<file path="config.mk">
export PLATFORM = sky130hd
export DESIGN_NAME = loop_trip_predictor
export DESIGN_NICKNAME = d
export VERILOG_FILES = /design/src/rtl/lp_pkg.sv /design/src/rtl/lp_index.sv /design/src/rtl/lp_slot.sv /design/src/rtl/lp_compare.sv /design/src/rtl/loop_trip_predictor.sv
export SDC_FILE = /design/constraint.sdc
export NUM_CORES = 1
export LEC_CHECK = 0
export CORE_AREA = 2 2 178 180
export DETAILED_ROUTE_END_ITERATION = 10
export DIE_AREA = 0 0 180 182
export DONT_BUFFER_PORTS = 1
export PLACE_DENSITY = 0.37
export SYNTH_ARGS = -nofsm -noshare
export SYNTH_HDL_FRONTEND = slang
export SYNTH_HIERARCHICAL = 1
export SYNTH_SLANG_ARGS = --single-unit
</file>
<file path="constraint.sdc">
create_clock -name clk -period 3.9 [get_ports clk]
set_clock_uncertainty 0.05 [all_clocks]
set_input_delay 0.585 -clock clk [delete_from_list [all_inputs] [get_ports clk]]
set_output_delay 0.585 -clock clk [all_outputs]
set_load 0.01 [all_outputs]
</file>
<file path="src/rtl/lp_pkg.sv">
// Shared types for the loop trip predictor.
// Assumes: one update per cycle at most.
package lp_pkg;
    // Action applied to one slot on a clock edge.
    typedef enum logic [1:0] {
        ACT_HOLD  = 2'd0,
        ACT_STEP  = 2'd1,
        ACT_CLOSE = 2'd2
    } lp_act_e;
endpackage

</file>
<file path="src/rtl/lp_index.sv">
// Maps a byte address to a table slot number.
// Assumes: PC_LSB + IDX_W <= PC_W; bits below PC_LSB are instruction offset.
module lp_index #(
    parameter int PC_W   = 32,
    parameter int IDX_W  = 4,
    parameter int PC_LSB = 2
) (
    input  logic [PC_W-1:0]  pc,
    output logic [IDX_W-1:0] idx
);
    // Select the slot field just above the offset bits.
    assign idx = IDX_W'(pc >> PC_LSB);
endmodule

</file>
<file path="src/rtl/lp_slot.sv">
// One table slot: learned trip length and live iteration count.
// Assumes: the action input is already decoded for this slot only.
module lp_slot
    import lp_pkg::*;
#(
    parameter int CNT_W = 4
) (
    input  logic             clk,
    input  logic             rst_n,
    input  lp_act_e          act,
    output logic [CNT_W-1:0] prev_q,
    output logic [CNT_W-1:0] cur_q
);
    localparam logic [CNT_W-1:0] CNT_MAX = '1;

    // Count state: reset to untrained, step on taken, close on exit.
    always_ff @(posedge clk) begin
        if (!rst_n) begin
            prev_q <= CNT_MAX;
            cur_q  <= '0;
        end else begin
            case (act)
                ACT_STEP: begin
                    if (cur_q != CNT_MAX) cur_q <= cur_q + 1'b1;
                end
                ACT_CLOSE: begin
                    prev_q <= cur_q;
                    cur_q  <= '0;
                end
                default: ;
            endcase
        end
    end

    AST_RESET_STATE: assert property (@(posedge clk)
        !rst_n |=> (prev_q == CNT_MAX && cur_q == '0));
    AST_STEP_ADDS_ONE: assert property (@(posedge clk) disable iff (!rst_n)
        (act == ACT_STEP && cur_q != CNT_MAX) |=> (cur_q == $past(cur_q) + 1'b1));
    AST_CLOSE_COPIES: assert property (@(posedge clk) disable iff (!rst_n)
        (act == ACT_CLOSE) |=> (prev_q == $past(cur_q) && cur_q == '0));
    AST_NO_WRAP: assert property (@(posedge clk) disable iff (!rst_n)
        (act == ACT_STEP && cur_q == CNT_MAX) |=> (cur_q == CNT_MAX));
    AST_HOLD_STABLE: assert property (@(posedge clk) disable iff (!rst_n)
        (act == ACT_HOLD) |=> ($stable(cur_q) && $stable(prev_q)));
endmodule

</file>
<file path="src/rtl/lp_compare.sv">
// Turns a slot's two counts into a direction guess.
// Assumes: both counts are the same width and unsigned.
module lp_compare #(
    parameter int CNT_W = 4
) (
    input  logic [CNT_W-1:0] cur,
    input  logic [CNT_W-1:0] prev,
    output logic             taken
);
    // Taken while the loop has not yet reached its learned length.
    assign taken = (cur < prev);
endmodule

</file>
<file path="src/rtl/loop_trip_predictor.sv">
// Loop trip predictor top: slot table, update decode, lookup read.
// Assumes: at most one update per cycle; lookups see pre-edge state.
module loop_trip_predictor
    import lp_pkg::*;
#(
    parameter int PC_W   = 32,
    parameter int IDX_W  = 4,
    parameter int CNT_W  = 4,
    parameter int PC_LSB = 2
) (
    input  logic            clk,
    input  logic            rst_n,
    input  logic [PC_W-1:0] lk_pc,
    output logic            lk_taken,
    input  logic            upd_valid,
    input  logic [PC_W-1:0] upd_pc,
    input  logic            upd_taken
);
    localparam int DEPTH = 1 << IDX_W;

    logic [IDX_W-1:0] lk_idx;
    logic [IDX_W-1:0] upd_idx;
    logic [CNT_W-1:0] prev_tbl [DEPTH];
    logic [CNT_W-1:0] cur_tbl  [DEPTH];
    logic [CNT_W-1:0] lk_prev;
    logic [CNT_W-1:0] lk_cur;

    lp_index #(.PC_W(PC_W), .IDX_W(IDX_W), .PC_LSB(PC_LSB)) u_lk_index (
        .pc  (lk_pc),
        .idx (lk_idx)
    );

    lp_index #(.PC_W(PC_W), .IDX_W(IDX_W), .PC_LSB(PC_LSB)) u_upd_index (
        .pc  (upd_pc),
        .idx (upd_idx)
    );

    for (genvar i = 0; i < DEPTH; i++) begin : g_slot
        lp_act_e act_w;

        // Decode the update into this slot's action.
        always_comb begin
            act_w = ACT_HOLD;
            if (upd_valid && upd_idx == IDX_W'(i))
                act_w = upd_taken ? ACT_STEP : ACT_CLOSE;
        end

        lp_slot #(.CNT_W(CNT_W)) u_slot (
            .clk    (clk),
            .rst_n  (rst_n),
            .act    (act_w),
            .prev_q (prev_tbl[i]),
            .cur_q  (cur_tbl[i])
        );
    end

    // Read the addressed slot for the lookup.
    always_comb begin
        lk_prev = prev_tbl[lk_idx];
        lk_cur  = cur_tbl[lk_idx];
    end

    lp_compare #(.CNT_W(CNT_W)) u_compare (
        .cur   (lk_cur),
        .prev  (lk_prev),
        .taken (lk_taken)
    );
endmodule

</file>
* Yosys cells after proc, flatten, opt, wreduce, memory -nomap -nowiden
Index checks and enable logic that the tools add are counted.
Storage, ports and cells: output and inout port bits 1, register bits 128, logic and storage cells 234
Operators by class: equality and inequality tests 79, magnitude comparators 2, muxes and demuxes 55, add/subtract/negate cells 16, reduce and logical (&&, ||, !) cells 49, bitwise gates (word level) 1
Operators with widths (number):
- one-hot mux 4 bit (2 select lines) | 16
- 2-to-1 mux 4 bit | 20
- adder 4 x 1 -> 4 bit, second input constant | 16
- != test 4 bit, second input constant | 16
- 2-to-1 mux 2 bit | 17
- binary-select mux 4 bit (select 4 bit) | 2
- equality test 2 x 1 -> 1 bit, second input constant | 16
- equality test 2 bit, second input constant | 16
- equality test 4 bit, second input constant | 8
- != test 2 x 1 -> 1 bit, second input constant | 16
- AND reduction 2 bit | 16
- nonzero test 2 bit | 16
- equality test 4 x 3 -> 1 bit, second input constant | 4
- logical AND 1 bit | 16
- equality test 4 x 2 -> 1 bit, second input constant | 2
- >= comparator 5 bit, second input constant | 1
- inverter 4 -> 5 bit | 1
- equality test 4 x 1 -> 1 bit, second input constant | 1
- logical NOT 4 bit | 1
- < comparator 4 bit | 1

* Logic depth before layout (Yosys ltp)
Gate-level depths: netlist (run 1).
depth after elaboration 6, depth in mapped cells 10, depth with buffers taken out 7

* Hierarchy
Netlist (run 1), hierarchy kept.
Modules (own cells, without submodules):
- lp_slot | cells an instance 38, area an instance 369.1 sq um, instances 16
- loop_trip_predictor | cells an instance 121, area an instance 1247.4 sq um, instances 1
- lp_compare | cells an instance 11, area an instance 85.1 sq um, instances 1
- lp_index | cells an instance 4, area an instance 30.0 sq um, instances 2

* Least setup slack after synthesis (run 1)
No wires, ideal clock.
kind input -> output, from input port lk_pc[2], to output port lk_taken, path buffers 3, setup slack 0.815 ns, data arrival time 2.450 ns, cell stages on the path 9, cells stage by stage buf_4 -> buf_6 -> buf_4 -> mux4_2 -> a22oi_1 -> nand2_1 -> ha_1 -> a2111oi_2 -> or3_1
On the way: word-level cells in the longest chain between the ends 5
RTL lines:
- start, declared | RTL line loop_trip_predictor.sv:13 | input logic [PC_W-1:0] lk_pc,
- inverter 4 -> 5 bit (implied by the code) | RTL line loop_trip_predictor.sv:60 | lk_cur = cur_tbl[lk_idx];
- binary-select mux 4 bit (select 4 bit) | RTL line loop_trip_predictor.sv:60
- 2-to-1 mux 4 bit (implied by the code) (2 in a row) | RTL line loop_trip_predictor.sv:60
- net lk_cur[1] | RTL line loop_trip_predictor.sv:26 | logic [CNT_W-1:0] lk_cur;
- < comparator 4 bit | RTL line lp_compare.sv:11 | assign taken = (cur < prev);
- end, declared | RTL line loop_trip_predictor.sv:14 | output logic lk_taken,
The timed path passes the listed nets, and every way through them passes these cells. The select of a mux whose other input is x is not followed.

* Worst setup path after layout (run 1)
from register g_slot[8].u_slot.cur_q[2], to output port lk_taken
On the way: word-level cells in the longest chain between the ends 4
RTL lines:
- start, declared | RTL line lp_slot.sv:12 | output logic [CNT_W-1:0] cur_q
- start signal, assigned | RTL line lp_slot.sv:24 | if (cur_q != CNT_MAX) cur_q <= cur_q + 1'b1;
- binary-select mux 4 bit (select 4 bit) | RTL line loop_trip_predictor.sv:60
- 2-to-1 mux 4 bit (implied by the code) (2 in a row) | RTL line loop_trip_predictor.sv:60
- net lk_cur[2] | RTL line loop_trip_predictor.sv:26
- < comparator 4 bit | RTL line lp_compare.sv:11
The timed path passes the listed nets, and every way through them passes these cells. The select of a mux whose other input is x is not followed.

==> results of run 1 <==
## routing by layer
metal	vias up	GRT usage	wire, um
met1	2586	0.1639	9400
met3	7	0.03329	810
met2	76	0.1890	8686
met4	0	0.03024	161
li1	2677	-	-
met5	-	0	0
## synthesized netlist by cell type
master	count	area, um^2
mux4_1	14	367.9
a311oi_2	16	240.2
or4b_1	16	160.2
nor2_1	35	131.4
nand4_1	1	6.260
a311oi_1	16	140.1
nand2b_1	35	219.0
inv_1	19	71.32
buf_2	19	95.09
nand2_1	124	465.5
buf_4	25	187.7
nor2b_1	4	25.02
nor3_1	1	5.000
and2_1	1	6.260
a22oi_1	16	120.1
clkdlybuf4s25_2	3	30.03
a21bo_2	16	160.2
and3_1	32	200.2
dfxtp_1	128	2562
or2_2	1	6.260
a21oi_1	48	240.2
and2b_1	1	7.510
nand3_1	36	180.2
clkbuf_1	3	11.26
or3_1	1	6.260
ha_1	19	237.7
mux2i_1	96	960.9
buf_6	3	33.78
a2111oi_2	1	15.01
mux4_2	18	405.4
## state kept, by name, summed over array words and instances (netlist names)
register / count
g_slot.u_slot/prev_q: 64
g_slot.u_slot/cur_q: 64
## area by class of cell
cell class | instances | area share
flip-flops and latches | 128 | 0.3182
inverters | 19 | 0.008856
clock buffers | 20 | 0.05671
clock inverters | 12 | 0.01678
diodes | 1 | 0.0003108
well taps | 402 | 0.06246
multi-input cells | 548 | 0.5348
repair buffers | 2 | 0.001865
## stage by stage
stage	hold WS (ns)	instances	setup WS (ns)	total power [uW]	utilization
finish	0.1788	1132	0.6873	3041	0.2599
detailed placement	0.4047	1099	0.8408	1459	0.2407
floorplan	0.3852	748	0.8154	1487	-
global placement	0.3966	1099	0.8483	1459	0.2407
CTS	0.1716	1131	0.6631	3089	0.2598
global route	0.1529	1131	0.5237	3162	0.2598
## cell families (layout without fill, tap and decap cells)
logic type | after synthesis | after routing
flip-flops | 128 | 128
AO/OA/AOI/OAI | 113 | 113
AND/OR/NAND/NOR | 288 | 288
other | 0 | 1
multiplexers | 128 | 128
buffers and inverters | 72 | 53
adder cells (fa/ha/maj) | 19 | 19
## cells in the final DEF (no fill, tap or decap), drive strengths merged
master	n
nor2	35
nand3	36
clkinvlp	4
buf	2
a21oi	48
a22oi	16
nand4	1
ha	19
nand2	124
or4b	16
clkinv	5
mux2i	96
nor2b	4
bufinv	2
and2b	1
dfxtp	128
or3	1
nor3	1
a2111oi	1
nand2b	35
clkbuf	20
diode	1
and2	1
a21bo	16
mux4	32
inv	20
or2	1
a311oi	32
and3	32
## worst max-delay path by stage
stage | from | endpoint | slack, ns | cells after the start
after floorplan | lk_pc[2] | lk_taken | 0.82 | 9
after global placement | lk_pc[2] | lk_taken | 0.85 | 7
after detailed placement | lk_pc[2] | lk_taken | 0.84 | 7
after CTS | g_slot[8].u_slot/cur_q[2] | lk_taken | 0.66 | 6
after global routing | g_slot[11].u_slot/cur_q[2] | lk_taken | 0.52 | 6
final | g_slot[8].u_slot/cur_q[2] | lk_taken | 0.69 | 6
## report_power, final
part	leakage (uW)	internal, uW	switching, uW
logic	0.00196	49.7	52.6
clock network	0.000279	978	634
registers	0.00103	1320	8.08
==> impl_metrics.toml, run 1 <==
[synth]
synth_compound_area_frac = 0.1255
synth_top_family_by_area = "multiplexers"
syn_area_mm2 = 0.007298
synth_seq_cells = 128
yosysSeqAreaShare = 0.3511
synthCells = 748
syn_nets = 835
yosys.area_share.adder = 0.03257
synthMuxAreaShare = 0.2376
synth_cell_type_count = 30
synthSimpleGateAreaFrac = 0.1944
syn_area_per_cell_um2 = 9.757
synthXorXnorAreaFrac = 0
yosys_warnings = 6

[place]
io_buffer_count = 0
placed_area_mm2 = 0.007458
gp_congestion = 0.7546
place_hpwl_mm = 13.13

[clock_network]
clock_latency_ns = 0.42
post_cts_buffers = 0
cts_tree = "built"
cts_num_sinks = 128
htree_num_levels = 4
numCtsBuffers = 17
cts-resized-gates = 0
hold_buffers = 0
clkSlewWorstSetupHoldPaths_ns = 0.07
clk_path_buf_depth = 2
cts_root_buffer = "clkbuf_16"

[run_status]
status = "completed"

[worst_setup_path]
r2r-start = "g_slot[7].u_slot/cur_q[1]"
worst-endpoint-arrival_ns = 2.58
cp_num_buf_inv = 0
critPathLaunchType = "register"
cp_data_required_time_ns = 3.26
rrSetupSlack_ns = 2.41
cp_cell_sequence = "mux4_1 -> a22oi_1 -> nand2_1 -> ha_1 -> a2111oi_2 -> or3_1"
slowest_delay_ns = 0.52
critical-path-top-delay-family = "compound AO/OA/AOI/OAI gates"
cp_max_fo = 6
r2r_end = "g_slot[7].u_slot/cur_q[1]"
end_kind = "primary output"
slowest_stage = "mux4_1"
ff2ff_path_depth = 4
path_class = "reg -> out"

[timing]
hold_viol_final = 0
worstMarginPinSlew_ns = 0.5558
setup_violations = 0
period_needed_ns = 3.213
slew-limit-headroom = 0.6295
max_freq_mhz = 311.3
drv_slew = 0
setup_tns_ns = 0
rsz0062_at_grt = "no"
fin_crit_sh = 0.8238

[die]
core_mm2 = 0.03099
num_rows = 65
fp.dieW_um = 180
pin_count = 69
initial_core_util = 0.2355
die_h_um = 182
dieArea_mm2 = 0.03276

[hold_path]
min_path_cells = 1
hp-start = "rst_n"
hp-class = "in -> reg"
min_to = "g_slot[0].u_slot/prev_q[0]"

[layout]
area_growth_pct = 10.34
fillerInstances = 3253
nNetsFinal = 803
seq_area_mm2 = 0.002562
design_area_mm2 = 0.008053
multi_input_area_mm2 = 0.004307
drive_gt1_frac = 0.1166

[global_route]
grt_pass1_vias = 5150
grt_pass1_wl_mm = 30.54
gr-total-overflow = 0
grt_max_degree = 161
grt_usage = 0.1207
antenna_found_initial = 0

[drt]
via_per_inst = 4.723
drt-total-wl_mm = 19.06
vias = 5346
drtIter0Drc = 399
route.detailed.drc = 0
wire_per_inst_um = 16.84
ant_nets = 0
first_pass_iters = 5

[pwr]
leakagePower_uw = 0.003269
ir_drop_v = 0.0002527
p_per_area_mw_per_mm2 = 377.6

[flow_run]
drv_cap = 0
No activity file was read; power rests on OpenSTA's default activity.
==> inputs of run 2 (changes only) <==
--- a/config.mk
+++ b/config.mk
@@ -5,11 +5,12 @@
 export SDC_FILE = /design/constraint.sdc
 export NUM_CORES = 1
 export LEC_CHECK = 0
-export CORE_AREA = 2 2 178 180
+export ABC_AREA = 1
+export CORE_AREA = 2 2 187 189
 export DETAILED_ROUTE_END_ITERATION = 10
-export DIE_AREA = 0 0 180 182
+export DIE_AREA = 0 0 189 191
 export DONT_BUFFER_PORTS = 1
-export PLACE_DENSITY = 0.37
+export PLACE_DENSITY = 0.38
 export SYNTH_ARGS = -nofsm -noshare
 export SYNTH_HDL_FRONTEND = slang
 export SYNTH_HIERARCHICAL = 1
==> constraint.sdc (replaced) <==
create_clock -name clk -period 2.8 [get_ports clk]
set_clock_uncertainty 0.05 [all_clocks]
set_input_delay 0.42 -clock clk [delete_from_list [all_inputs] [get_ports clk]]
set_output_delay 0.42 -clock clk [all_outputs]
set_load 0.01 [all_outputs]
==> impl_metrics.toml, run 2 <==
[run_status]
status = "completed"

[synth]
yosys.area.top_type = "dfxtp_1"
synthArstFlopShare = 0
synth_commonest_cells = "nand2_1 (375), nand3_1 (210), inv_1 (191), dfxtp_1 (128), a21oi_1 (48)"
synth_seq_cells = 128
syn_area_per_cell_um2 = 6.481
yosysSeqAreaShare = 0.3186
synth_most_common_cell = "nand2_1"
yosys_warnings = 6
syn_nets = 1328
synth.top_cells.by_area = "dfxtp_1 (32%), nand2_1 (18%), nand3_1 (13%)"
synth_top_area_frac = 0.3186
synthCells = 1241
syn_area_mm2 = 0.008043
synth_edf_count = 0
synth_cell_type_count = 22
synth_ff_type = "dfxtp_1"

[timing]
fin_crit_sh = 0.9159
rsz0062_at_grt = "no"
period_needed_ns = 2.565
hold_viol_final = 0
setup_violations = 0
worstMarginPinSlew_ns = 0.7306
slew-limit-headroom = 0.5124
max_freq_mhz = 389.9
setup_tns_ns = 0
worst_slack_ns = 0.2354
drv_slew = 0

[drt]
via_per_inst = 4.340
ant_nets = 0
route.detailed.drc = 0
wire_per_inst_um = 13.15
drt-total-wl_mm = 22.20
drtIter0Drc = 367
first_pass_iters = 5
vias = 7326

[clock_network]
clk_path_buf_depth = 2
hold_buffers = 0
clock_latency_ns = 0.43
cts_root_buffer = "clkbuf_16"
clkSlewWorstSetupHoldPaths_ns = 0.06
cts_num_sinks = 128
htree_num_levels = 4
cts_tree = "built"
numCtsBuffers = 17
cts-resized-gates = 0
post_cts_buffers = 0

[place]
place_ws_ns = 0.3676
gp_congestion = 0.7527
place_hpwl_mm = 15.58
io_buffer_count = 0
placed_area_mm2 = 0.008408

[worst_setup_path]
path_class = "reg -> out"
worst-endpoint-arrival_ns = 2.09
critPathLaunchType = "register"
end_kind = "primary output"
cp_max_fo = 5
cp_data_required_time_ns = 2.33

[global_route]
grt_usage = 0.1314
antenna_found_initial = 0
grt_pass1_vias = 7215
grt_pass1_wl_mm = 37.40
grt_max_degree = 97
gr-total-overflow = 0

[layout]
design_area_mm2 = 0.009014
nNetsFinal = 1307
area_growth_pct = 12.07
layout_common_cells = "nand2_1 (375), nand3_1 (210), inv_1 (191), dfxtp_1 (128), a21oi_1 (48)"
drive_gt1_frac = 0.1160
top_regs = "g_slot.u_slot/cur_q: 64 flops, g_slot.u_slot/prev_q: 64 flops"
final_common_cell = "nand2_1"
n_antenna_cell = 0

[die]
fp.dieW_um = 189
die_h_um = 191
initial_core_util = 0.2357
num_rows = 68
core_mm2 = 0.03412
dieArea_mm2 = 0.03610
pin_count = 69

[pwr]
ir_drop_v = 0.0004328
p_per_area_mw_per_mm2 = 491.5
power_uw = 4430
leakagePower_uw = 0.004317

[flow_run]
drv_cap = 0

[hold_path]
hp-class = "in -> reg"
## run 2: cell types whose count changed after synthesis, moves of 18 or more
cell,before,now
inv_1,19,191
mux2i_1,96,0
mux4_2,18,0
inv_2,0,18
o211ai_1,0,32
and3_1,32,0
nand2b_1,35,0
nand3_1,36,210
nand2_1,124,375
## run 2: cell type report
cell class                      count  area (um^2)
Fill cell                        3827        25100
Multi-Input combinational cell    852         4364
Sequential cell                   128         2562
Inverter                          209        784.5
Tap cell                          455        569.3
Clock buffer                       18        439.2
Clock inverter                     14        166.4
Timing Repair Buffer               12        127.6
## run 2: through the flow
step	hold slack, ns	instances	util
after floorplan	0.3918	1241	-
after global placement	0.4045	1656	0.2464
after detailed placement	0.4066	1656	0.2464
after CTS	0.03704	1688	0.2642
after global routing	0.03578	1688	0.2642
final	0.07996	1688	0.2642
## run 2: critical path, cell delays in order, from the launching register on
cell     delay, ns
dfxtp_1       0.42
inv_1         0.07
nand2_1       0.06
nand3_1       0.09
nand3_1       0.14
nand3_1       0.13
nand2_1       0.10
ha_1          0.24
a21o_1        0.19
a21oi_2       0.22
## run 2: kinds of logic (layout without fill, tap and decap cells)
logic type	Yosys count	count (layout)	synth area share
AOI/OAI and AO/OA	114	114	0.08914
and+or+nand+nor	719	719	0.4239
buffers and inverters	261	253	0.1388
DFF	128	128	0.3186
adders and majority gates	19	19	0.02956
## run 2: layer usage
metal / share of wire / vias to the layer above / GRT usage
li1: - / 3904 / -
met1: 0.49 / 3328 / 0.1701
met2: 0.46 / 78 / 0.2158
met3: 0.034 / 16 / 0.03048
met4: 0.015 / 0 / 0.04087
met5: 0 / - / 0
## run 2: report_power, final
group	internal (uW)	leakage, uW	total [uW]	switching, uW
Combinational	85.2	0.00299	253	167
Clock	1420	0.000288	2330	911
Sequential	1840	0.00103	1850	11.0
## run 2: final timing paths
kind	startpoint	end	slack [ns]	cells past startpoint
worst max-delay path	g_slot[4].u_slot/cur_q[3]	lk_taken	0.24	9
worst min-delay path	rst_n	g_slot[3].u_slot/prev_q[1]	0.08	1
worst max register to register	g_slot[8].u_slot/cur_q[0]	g_slot[8].u_slot/cur_q[0]	1.54	6
worst min register to register	g_slot[14].u_slot/prev_q[2]	g_slot[14].u_slot/prev_q[2]	0.42	2
==> inputs of run 3 (changes only) <==
--- a/config.mk
+++ b/config.mk
@@ -5,12 +5,11 @@
 export SDC_FILE = /design/constraint.sdc
 export NUM_CORES = 1
 export LEC_CHECK = 0
-export ABC_AREA = 1
-export CORE_AREA = 2 2 187 189
+export CORE_AREA = 2 2 178 180
 export DETAILED_ROUTE_END_ITERATION = 10
-export DIE_AREA = 0 0 189 191
+export DIE_AREA = 0 0 180 182
 export DONT_BUFFER_PORTS = 1
-export PLACE_DENSITY = 0.38
+export GPL_ROUTABILITY_DRIVEN = 0
 export SYNTH_ARGS = -nofsm -noshare
 export SYNTH_HDL_FRONTEND = slang
 export SYNTH_HIERARCHICAL = 1
==> impl_metrics.toml, run 3 (synthesis results as in run 1) <==
[run_status]
status = "complete, but fails checks"
violations = "negative setup slack"

[drt]
drtIter0Drc = 415
via_per_inst = 4.753
drt-total-wl_mm = 17.76
wire_per_inst_um = 15.15
vias = 5570
route.detailed.drc = 0
ant_nets = 0
first_pass_iters = 5

[layout]
nNetsFinal = 844
final_common_cell = "nand2_1"
n_antenna_cell = 0
layout_common_cells = "nand2_1 (123), dfxtp_1 (118), mux2i_1 (96), a21oi_1 (48), buf_4 (42)"
drive_gt1_frac = 0.2026
area_growth_pct = 15.96
final_core_util = 0.2731
finalNonFillerCells = 1172
top_regs = "g_slot.u_slot/cur_q: 64 flops, g_slot.u_slot/prev_q: 64 flops"

[timing]
slew-limit-headroom = 0.5554
worst_slack_ns = -0.07503
hold_viol_final = 0
period_needed_ns = 2.875
drv_slew = 0
rsz0062_at_grt = "yes"
max_freq_mhz = 347.8
setup_tns_ns = -0.07503
setup_violations = 1
fin_crit_sh = 1.027
worstMarginPinSlew_ns = 0.6645

[clock_network]
cts_root_buffer = "clkbuf_16"
cts_num_sinks = 128
clk_path_buf_depth = 2
clkSlewWorstSetupHoldPaths_ns = 0.06
clock_latency_ns = 0.43
cts_tree = "built"
numCtsBuffers = 17
post_cts_buffers = 0
htree_num_levels = 4

[flow_run]
drv_cap = 0

[worst_setup_path]
path_class = "reg -> out"
end_kind = "primary output"
rrSetupSlack_ns = 1.27
cp_max_fo = 2
critPathLaunchType = "register"
r2r_end = "g_slot[0].u_slot/cur_q[3]"
r2r-start = "g_slot[0].u_slot/cur_q[0]"
cp_data_required_time_ns = 2.33
worst-endpoint-arrival_ns = 2.41
ff2ff_path_depth = 4

[hold_path]
min_to = "g_slot[2].u_slot/prev_q[0]"
min_path_cells = 1
hp-start = "rst_n"
hp-class = "in -> reg"

[pwr]
ir_drop_v = 0.0004325
p_per_area_mw_per_mm2 = 519.0
leakagePower_uw = 0.003483

[global_route]
antenna_found_initial = 0
grt_usage = 0.1113
grt_pass1_wl_mm = 28.86
grt_max_degree = 161
grt_pass1_vias = 5400
gr-total-overflow = 0

[die]
fp.dieW_um = 180
initial_core_util = 0.2355
die_h_um = 182
dieArea_mm2 = 0.03276
core_mm2 = 0.03099
pin_count = 69
num_rows = 65

[place]
placed_cells = 1139
io_buffer_count = 0
place_hpwl_mm = 12.23
-- run 3: final cells by class --
type	count	area [um^2]
Clock buffer	22	474.2
Clock inverter	10	157.7
Fill cell	3240	22520
Inverter	19	71.32
Multi-Input combinational cell	548	4357
Sequential cell	128	2575
Tap cell	402	503.0
Timing Repair Buffer	43	325.3
-- run 3: metrics by stage --
stage	hold WS (ns)	total power, uW	worst slack (ns)	instance area, um^2
detailed placement	0.4057	2031	0.1101	7759
floorplan	0.3852	2071	0.04542	7298
global route	0.0002819	4519	-0.1140	8463
CTS	0.002262	4409	-0.05585	8436
global placement	0.3964	2028	0.07939	7759
finish	0.02661	4392	-0.07503	8463
-- run 3: metal layers --
layer  track usage  wire, um  up-vias
li1              -         -     2752
met1        0.1460      8519     2724
met5             0         0        -
met4       0.04325       395        0
met3       0.02527       609       20
met2        0.1776      8232       74
-- run 3: how the worst max path moves through the flow --
| stage | startpoint | end | slack, ns | cells past startpoint |
|---|---|---|---|---|
| after CTS | g_slot[3].u_slot/cur_q[1] | lk_taken | -0.06 | 6 |
| after floorplan | lk_pc[2] | lk_taken | 0.05 | 9 |
| final | g_slot[3].u_slot/cur_q[1] | lk_taken | -0.08 | 6 |
| after global placement | lk_pc[2] | lk_taken | 0.08 | 7 |
| after detailed placement | lk_pc[2] | lk_taken | 0.11 | 7 |
| after global routing | g_slot[3].u_slot/cur_q[1] | lk_taken | -0.11 | 6 |
-- run 3: where the power goes --
part | total [uW] | internal, uW | switching (uW)
Sequential | 1850 | 1840 | 9.98
Combinational | 158 | 77.5 | 80.3
Clock | 2390 | 1550 | 833
-- run 3: timing repair --
action | 4_1_cts | 5_1_grt
endpoints found under the hold margin | 0 | 5
pin swaps | 1 | 7
setup endpoints to repair | 1 | 1
hold buffers | 0 | 1
cloned | 0 | 0
resized for setup | 21 | 12
-- run 3: worst max-delay path, cell delays in order (launching register included) --
cell       delay (ns)
dfxtp_2          0.32
mux4_2           0.49
a22oi_2          0.27
nand2_2          0.10
ha_4             0.29
a2111oi_4        0.06
or3_4            0.43
